===== src/rtl/sbg_pkg.sv =====
package sbg_pkg;

  // Clamp a requested wait length to the supported maximum.
  function automatic int sat_wait(input int req, input int lim);
    return (req > lim) ? lim : req;
  endfunction

  // Board segment comparison: upper address field against the base setting.
  function automatic logic seg_hit(input logic [31:0] addr_hi, input logic [31:0] base);
    return addr_hi == base;
  endfunction

endpackage


===== src/rtl/sbg_addr_cmp.sv =====
module sbg_addr_cmp #(
  parameter int ADDR_W = 24,
  parameter int SEG_W  = 8
) (
  input  logic [ADDR_W-1:0] addr,
  input  logic [SEG_W-1:0]  base,
  input  logic              en,
  output logic              hit
);
  import sbg_pkg::*;

  logic [SEG_W-1:0] field;

  assign field = addr[ADDR_W-1 -: SEG_W];
  assign hit   = en && seg_hit(32'(field), 32'(base));

endmodule


===== src/rtl/sbg_wait_timer.sv =====
module sbg_wait_timer #(
  parameter int REQ_W    = 3,
  parameter int MAX_WAIT = 5
) (
  input  logic             clk,
  input  logic             abort,
  input  logic             start,
  input  logic [REQ_W-1:0] req,
  output logic             busy,
  output logic             load
);
  import sbg_pkg::*;

  localparam int CW = (MAX_WAIT < 2) ? 1 : $clog2(MAX_WAIT + 1);

  logic [CW-1:0] cnt;
  logic [CW-1:0] len;

  assign len  = CW'(sat_wait(int'(req), MAX_WAIT));
  assign busy = (cnt != '0);
  assign load = start && !busy;

  always_ff @(posedge clk) begin
    if (abort)
      cnt <= '0;
    else if (busy)
      cnt <= cnt - 1'b1;
    else if (start)
      cnt <= len;
  end

endmodule


===== src/rtl/sbg_clr_gen.sv =====
module sbg_clr_gen (
  input  logic slave_en,
  input  logic clr_n,
  output logic local_rst,
  output logic abort
);

  assign local_rst = slave_en && !clr_n;
  assign abort     = !slave_en || !clr_n;

endmodule


===== src/rtl/slave_bus_gate.sv =====
module slave_bus_gate #(
  parameter int ADDR_W   = 24,
  parameter int SEG_W    = 8,
  parameter int REQ_W    = 3,
  parameter int MAX_WAIT = 5
) (
  input  logic              bus_clk,
  input  logic [ADDR_W-1:0] bus_addr,
  input  logic              cyc_start,
  input  logic              mem_rd,
  input  logic              mem_wr,
  input  logic [SEG_W-1:0]  seg_base,
  input  logic [REQ_W-1:0]  wait_sel,
  input  logic              slave_mode,
  input  logic              slv_clr_n,
  output logic              brd_sel,
  output logic              rdy_pull_low,
  output logic              local_rst
);

  // Named internal events, visible to the bound checker.
  logic hit;
  logic mem_cyc;
  logic start_evt;
  logic abort;
  logic busy;
  logic load;

  sbg_addr_cmp #(.ADDR_W(ADDR_W), .SEG_W(SEG_W)) u_cmp (
    .addr (bus_addr),
    .base (seg_base),
    .en   (slave_mode),
    .hit  (hit)
  );

  sbg_clr_gen u_clr (
    .slave_en  (slave_mode),
    .clr_n     (slv_clr_n),
    .local_rst (local_rst),
    .abort     (abort)
  );

  assign mem_cyc   = mem_rd || mem_wr;
  assign start_evt = cyc_start && mem_cyc && hit;

  sbg_wait_timer #(.REQ_W(REQ_W), .MAX_WAIT(MAX_WAIT)) u_tmr (
    .clk   (bus_clk),
    .abort (abort),
    .start (start_evt),
    .req   (wait_sel),
    .busy  (busy),
    .load  (load)
  );

  assign brd_sel      = hit;
  assign rdy_pull_low = slave_mode && busy;

endmodule


===== config.mk =====
export PLATFORM = sky130hd
export DESIGN_NAME = slave_bus_gate
export DESIGN_NICKNAME = d
export VERILOG_FILES = /design/src/rtl/sbg_pkg.sv /design/src/rtl/sbg_addr_cmp.sv /design/src/rtl/sbg_wait_timer.sv /design/src/rtl/sbg_clr_gen.sv /design/src/rtl/slave_bus_gate.sv
export SDC_FILE = /design/constraint.sdc
export NUM_CORES = 1
export LEC_CHECK = 0
export CAP_MARGIN = 0
export CELL_PAD_IN_SITES_DETAIL_PLACEMENT = 0
export CELL_PAD_IN_SITES_GLOBAL_PLACEMENT = 1
export CORE_ASPECT_RATIO = 0.9
export CORE_MARGIN = 4
export CORE_UTILIZATION = 15
export DETAILED_ROUTE_END_ITERATION = 7
export GPL_TIMING_DRIVEN = 0
export PLACE_DENSITY_LB_ADDON = 0.05
export SYNTH_ARGS = -nofsm -noshare
export SYNTH_HDL_FRONTEND = slang
export SYNTH_SLANG_ARGS = --single-unit

===== constraint.sdc =====
create_clock -name bus_clk -period 1.8 [get_ports bus_clk]
set_input_delay 0.27 -clock bus_clk [delete_from_list [all_inputs] [get_ports bus_clk]]
set_output_delay 0.27 -clock bus_clk [all_outputs]
set_load 0.05 [all_outputs]

==> results of run 1 <==
==> repair_timing <==
| item | CTS | global route |
|---|---|---|
| buffers inserted | 2 | 0 |
| endpoints found under the setup margin | 5 | 4 |
| resized for setup | 43 | 14 |
| hold endpoints to repair | 0 | 0 |
| pin swaps | 10 | 8 |
==> layout by cell type, fill, tap and decap left out, types with 2 or more instances in the layout <==
cell type / netlist / routed
clkdlybuf4s50_1: 0 / 7
xnor2_1: 5 / 5
buf_4: 0 / 2
ha_1: 2 / 2
nor2b_1: 2 / 2
clkbuf_2: 0 / 5
nand2_1: 2 / 2
dfxtp_1: 3 / 2
inv_1: 5 / 5
dlygate4sd2_1: 0 / 5
a21oi_1: 4 / 4
clkbuf_4: 0 / 3
clkdlybuf4s15_1: 0 / 7
==> area by class of cell <==
type                    count  area [um^2]  area share, %
clock buffers               4         26.3           3.84
inverters                   6         27.5           4.02
multi-input cells          33          280           41.0
flip-flops and latches      3         61.3           8.96
well taps                  27         33.8           4.94
repair buffers             29          255           37.3
==> how the worst max path moves through the flow <==
stage	from	end	slack, ns	cells after the start
detailed placement	seg_base[2]	brd_sel	-0.98	6
global placement	seg_base[2]	brd_sel	-0.99	6
global route	seg_base[6]	brd_sel	0.003	6
CTS	bus_addr[18]	brd_sel	0.003	5
floorplan	bus_addr[17]	u_tmr.cnt[1]$_SDFFE_PP0P_	0.07	6
finish	seg_base[6]	brd_sel	0.06	6
==> kinds of logic (layout without fill, tap and decap cells) <==
logic type,count (synthesis),in the layout,share of synthesized area (%)
buffers and inverters,6,39,7.83
AOI/OAI and AO/OA,13,13,29.9
and+or+nand+nor,13,13,25.6
DFF,3,3,17.1
xor gates and xnor gates,5,5,12.5
adders and majority gates,2,2,7.12
==> routing by layer <==
layer | GRT usage [%] | vias to the layer above
met1 | 8.01 | 182
met5 | 0 | -
met3 | 3.12 | 0
li1 | - | 218
met2 | 10.3 | 15
met4 | 4.53 | 0
==> report_power, final <==
group	total (mW)	internal [mW]	switching (mW)
sequential	0.0727	0.0707	0.00208
clock	0.117	0.0830	0.0341
combinational	0.123	0.0678	0.0547
==> through the flow <==
step	cell area [um^2]	TNS, ns	power (mW)
final	684	0	0.312
after global routing	684	0	0.340
after detailed placement	656	-2.37	0.208
after floorplan	352	0	0.136
after CTS	706	0	0.324
after global placement	656	-2.45	0.209
==> results by stage, run 1 <==
STA:
- Once routing completed, OpenROAD measured the worst setup slack at 0.0564 ns.
- Setup violations remaining at the end of the flow were counted as 0.
- The number of max-slew violations in the final report is 0.
- The final hold slack is 0.457 ns.
- The final hold violation count came to 0.
- Setup repair after global routing left no endpoint under its margin.
- The worst pin sits at a relative slew slack of 67.9%.
- For the finished layout, the period the worst path requires is 1.74 ns.
- The final period utilization is 96.9%.
- For the final database, setup skew stands at 0.00106 ns.
- The maximum achievable frequency is 0.574 GHz.
- The transition time at the pin with the least slew margin is 0.484 ns.

Global routing:
- Entering global routing, the biggest net connects 7 pins.
- The number of global-route vias before repair is 393.
- The initial antenna violation count is 0.
- After global routing the overflow that remains totals 0.
- The global-route wire length before repair is 1610 um.
- The combined global-route utilization of all metal layers is under 10%.

Critical path:
- The source of the worst register-to-register timing path is u_tmr.cnt[0]$_SDFFE_PP0P_.
- The critical path in this run is classified as input pin to primary output.
- The data required time at the worst endpoint is approximately 1.5 ns.
- Traced cell by cell, the critical path runs through dlygate4sd2_1 > xnor2_1 > nand2_1 > or4_4 > clkinv_4 > buf_8.
- The critical path launch point type is an input pin.
- The largest individual stage delay along the critical path comes from the cell or4_4.
- The worst path arrival time is 1.47 ns.
- For flop-to-flop paths, the worst setup slack is 0.44 ns.
- The buffering stage count on the worst path with inverters included is 3.
- The largest single stage delay on the critical path is ~0.56 ns.
- The worst register-to-register path ends at u_tmr.cnt[0]$_SDFFE_PP0P_.
- The endpoint type of the worst setup path is a primary output.
- The logic depth of the worst register-to-register path is 6.
- In this run the worst path has a maximum fanout of 2.
- Grouping stages by cell kind, the critical path spends the most delay in simple AND/OR/NAND/NOR gates.

Power and ir drop:
- VDD sags by at most approximately 0.00022 V.
- The leakage component of the power is 0.293 nW.
- Dividing total power by cell area gives a power density of 456 nW/um^2.

Cells and area:
- More flip-flops sit in one register than any other, and that register is u_tmr.cnt.
- The filler cell count in the final layout is 260.
- The ratio of cells with drive above 1 in the final layout is 29.3%.
- The number of flip-flops under the largest register name is 3.
- Cells fill ~31% of the core in the end.
- The final-stage net count is 119.
- From synthesis to final layout, the design area changed by 94.7%.
- The number of antenna repair diodes is 0.
- The largest registers in the layout are u_tmr.cnt: 3 flops.
- The count of non-filler cells in the finished layout is 102.

Die:
- The die height is 53.9 um.
- The floorplan step defined a core boundary enclosing 2200 um^2.
- After floorplanning, the core was divided into 16 placement rows.
- 44 I/O pins were placed.
- The initial core utilization is 16.0%.
- The total die area is roughly 3200 um^2.
- In this run the horizontal extent of the chip is 59.0 um.

Clocking:
- In this run the clock root is driven by a clkbuf_4.
- The number of buffers inserted during clock tree synthesis is 3.
- The H-tree depth reported by CTS is 1.
- The later-pin clock latency in the skew report is 0.23 ns.
- CTS saw 3 sinks.
- After clock tree synthesis, the clock-pin slew on the worst setup and hold paths is 0.04 ns.
- After clock tree synthesis, the flow added hold-fix buffers numbering 0.
- The maximum count of clock buffers along a single path is 2.
- The CTS tree is built.

Logic synthesis:
- The synthesized design contains 0 enable-type register cells.
- The share of synthesized registers carrying an async set or reset is 0%.
- Synthesis handed over a netlist of 42 instances.
- The cell accounting for the most synthesized area is dfxtp_1.
- A synthesized cell averages between 8 and 9 um^2.
- When the netlist entered floorplanning its net count stood at 85.
- The number of warnings printed during yosys synthesis is 0.
- After synthesis, flip-flops and latches occupy between 15 and 20% of the total area.
- In the synthesized netlist the dominant register cell turns out to be dfxtp_1.
- The commonest cells after synthesis are 5 x inv_1, 5 x xnor2_1, 4 x a21oi_1.
- The count of cell types in the netlist is 25.
- After synthesis, the cell types taking the most area are dfxtp_1 17%, xnor2_1 12%, ha_1 7.1%.
- The cell area after synthesis is 352 um^2.
- Synthesis inferred 3 register bits.
- The top cell type by area accounts for between 10% and 20% of the synthesized area.

Routing:
- The highest layer touched by signal routing is met3.
- The routed design uses approximately 110 um of met3 wire.
- The routed via count divided by cell count is 4.07.
- The routed layout has roughly 420 vias.
- Dividing the detail-routed wire length by the instance count gives 10.3 um.
- In this run, the number of DRC markers left after iteration 0 of detailed routing was 2.
- Before antenna repair, the detailed router went through 2 iterations.
- The wire length reported by the detailed router is approximately 1000 um.
- The sum of routed wire segments on met1 is between 400 and 500 um.
- The remaining antenna violation count is 0.
- The length of routed met2 wiring is 500 um.
- The DRC violations left is 0.

Worst hold path:
- In this run the most critical hold path is launched from u_tmr.cnt[0]$_SDFFE_PP0P_.
- Counting instances, the worst hold path has a depth of 1.
- The end point of the worst hold path is u_tmr.cnt[0]$_SDFFE_PP0P_.
- The tightest min-delay check is of the flip-flop to flip-flop type.

Job:
- Across the run, the number of max-cap violations was 0.

Placement:
- The routability-driven placement congestion ratio is 0.643.
- Before CTS, the worst setup slack after placement is -0.983 ns.
- During placement, the flow inserted port buffers numbering 27.
- In this run, placement finished with an instance count of 96.

Run status:
- The flow ran to the end, and the final reports show no timing, DRC or antenna violations.
No activity file was read; power rests on OpenSTA's default activity.
==> run 2: changes to the inputs <==
- PLACE_DENSITY_LB_ADDON: 0.05 -> 0.1
==> results by stage, run 2 (synthesized netlist as in run 1, its figures left out) <==
Run status:
- The run finished with clean final reports.

Die:
- The initial core utilization was 16.0% (unchanged).
- The total die area is 3180 um^2 (unchanged).
- The die height is 53.9 um (unchanged).
- The placement row count was 16 (unchanged).
- The core area is 2200 um^2 (unchanged).
- The horizontal die dimension came to 59.0 um (unchanged).
- The number of primary I/O pins is 44 (unchanged).

STA:
- The setup skew after layout is 0.00187 ns (+0.000814 ns).
- The transition time at the pin with the least slew margin came to 0.486 ns (+0.00193 ns).
- The worst-case setup margin in the final layout was 0.0248 ns (-0.0316 ns).
- The final hold slack came to 0.503 ns (+0.0452 ns).
- The worst max-slew margin expressed relative to the limit came to 67.7% (-0.13 points).
- The clock period minus final worst setup slack is 1.78 ns (+0.0316 ns).
- The total negative slack is 0 ns (unchanged).
- The final hold violation count is 0 (unchanged).
- The final period utilization is 98.6% (+1.8 points).
- The number of max-slew violations in the final report is 0 (unchanged).
- Setup repair after global routing could not meet its margin everywhere.
- The number of failing setup endpoints in the final timing report is 0 (unchanged).
- The maximum achievable frequency is 0.563 GHz (-1.8%).

Global routing:
- The initial antenna violation count is 0 (unchanged).
- The maximum number of pins on one net before global-route repair was 7 (unchanged).
- The combined global-route utilization of all metal layers was 7.43% (+0.51 points).
- The number of global-route vias before repair was 437 (+11%).
- The global-route wire length before repair is 1790 um (+11%).
- The leftover overflow at the end of global routing came to 0 (unchanged).

Routing:
- The number of violations reported at the end of detailed-routing iteration 0 is 6 (+4).
- The remaining antenna violation count is 0 (unchanged).
- The via count is 402 (-3.1%).
- The DRC violations left came to 0 (unchanged).
- The routed via count divided by cell count is 3.94 (-3.1%).
- The wire length per cell is 10.3 um (+0.48%).
- The wire length reported by the detailed router is 1050 um (+0.48%).
- The number of optimization iterations in the first detailed-route pass is 4 (+2).

Clocking:
- The later-pin clock latency in the skew report is 0.23 ns (about the same).
- The number of buffers inserted during clock tree synthesis was 3 (unchanged).
- The count of clock tree sinks is 3 (unchanged).
- The clock transition time at the flip-flop clock pins of the worst setup and hold paths is 0.04 ns (about the same).
- The CTS tree is built.
- The H-tree depth reported by CTS is 1 (unchanged).
- The number of buffers inserted for hold repair after clock tree synthesis is 0 (unchanged).
- The maximum count of clock buffers along a single path is 2 (unchanged).
- CTS placed an instance of clkbuf_4 at the clock tree root.

Worst hold path:
- The hold-critical path depth is 1 (unchanged).
- The worst hold path begins at u_tmr.cnt[0]$_SDFFE_PP0P_.
- The end point of the worst hold path is u_tmr.cnt[0]$_SDFFE_PP0P_.
- The path class of the tightest hold or removal check is flip-flop to flip-flop.

Placement:
- The worst slack after detailed placement came to -0.980 ns (+0.00228 ns).
- The wire-length estimate of the detail-placed layout is between 800 and 900 um.
- The routability-driven placement congestion ratio is 0.655 (+1.9%).
- The number of input and output port buffers inserted was 27 (unchanged).

Power and ir drop:
- The leakage component of the power is 0.300 nW (+2.7%).
- The power density normalized to cell area is 451 nW/um^2 (-1.1%).
- The worst voltage drop across the vdd grid was 0.000259 V (+20%).
- The total power after layout is 320 uW (+2.3%).

Cells and area:
- The largest registers in the layout are u_tmr.cnt: 3 flops.
- The top cell types in the final layout, fill and taps aside, are 7 x clkdlybuf4s50_1, 6 x clkdlybuf4s15_1, 6 x dlygate4sd2_1.
- The number of antenna repair diodes is 0 (unchanged).
- The post-route core utilization is 32.2% (+1.1 points).
- The ratio of cells with drive above 1 in the final layout is 33.3% (+4.0 points).
- The number of flip-flops under the largest register name is 3 (unchanged).
- The top register by number of flip-flops is u_tmr.cnt.
- The area growth from synthesis to layout is 101%.
- Leaving out fill and tap cells, the most frequent cell in the layout is clkdlybuf4s50_1.
- The final-stage net count is 119 (unchanged).

Critical path:
- The worst register-to-register path begins at u_tmr.cnt[0]$_SDFFE_PP0P_.
- The peak fanout along the critical path came to 2 (unchanged).
- The most critical setup path has its startpoint at bus_addr[17].
- The data required time at the worst endpoint is 1.53 ns (about the same).
- STA classifies the critical path startpoint as an input pin.
- By startpoint and endpoint, the worst setup path is classified as input pin to primary output.
- The gate family responsible for the most delay along the worst path is simple AND/OR/NAND/NOR gates.
- The logic depth of the worst register-to-register path is 6 (unchanged).
- The delay of the slowest cell on the worst path was 0.57 ns (about the same).
- The worst-case register-to-register setup slack is 0.41 ns (-0.03 ns).
- The worst setup path is captured at a primary output.
- In this run the critical register-to-register path is captured at u_tmr.cnt[0]$_SDFFE_PP0P_.
- The cell with the largest stage delay on the worst path is or4_4.
- The buffering stage count on the worst path with inverters included is 3 (unchanged).
- Walking the worst path, the cells encountered are buf_6 > nor2b_4 > a221o_1 > or4_4 > clkinv_4 > buf_8.
- The worst path arrival time is 1.51 ns (+0.04 ns).

Job:
- The number of maximum-capacitance constraint violations is 0 (unchanged).
[run 2: power by group]
group          switching [mW]  internal [mW]
registers             0.00205         0.0704
clock network          0.0353         0.0831
logic                  0.0568         0.0720
[run 2: final cells by class]
cell class                      instances  area [um^2]
Sequential cell                         3         60.1
Inverter                                6         27.5
Fill cell                             252         1490
Multi-Input combinational cell         33          294
Tap cell                               27         33.8
Clock buffer                            4         26.3
Timing Repair Buffer                   29          267
[run 2: layer usage]
metal  track usage (%)  share of wire (%)  up-vias  wire [um]
met1              9.72                 48      164        503
li1                  -                  -      216          -
met2              10.8                 40       22        424
met3              4.08                 12        0        125
met5                 0                  0        -          0
met4              1.13                  0        0          0
[run 2: how the worst max path moves through the flow]
stage	slack [ns]	endpoint	cells after the start
finish	0.02	brd_sel	6
global route	-0.008	brd_sel	6
CTS	0.009	brd_sel	5
detailed placement	-0.98	brd_sel	6
global placement	-0.97	brd_sel	6
floorplan	0.07	u_tmr.cnt[1]$_SDFFE_PP0P_	6
[run 2: worst register-to-register path, cell delays in order (launching register included)]
cell and delay [ns]:
dfxtp_1 0.32, inv_1 0.08, ha_1 0.21, nand2b_2 0.13
a211o_1 0.24, nor3_1 0.22, a2111oi_2 0.06
[run 2: stage by stage]
step	area [um^2]	instances
after floorplan	352	42
after global placement	656	96
after detailed placement	656	96
after CTS	712	102
after global routing	708	102
final	708	102
[run 2: repair_timing]
item,CTS,global route
setup buffers,2,0
gates cloned,0,0
endpoints found under the setup margin,5,2
pin swaps,11,3
resized for setup,45,17
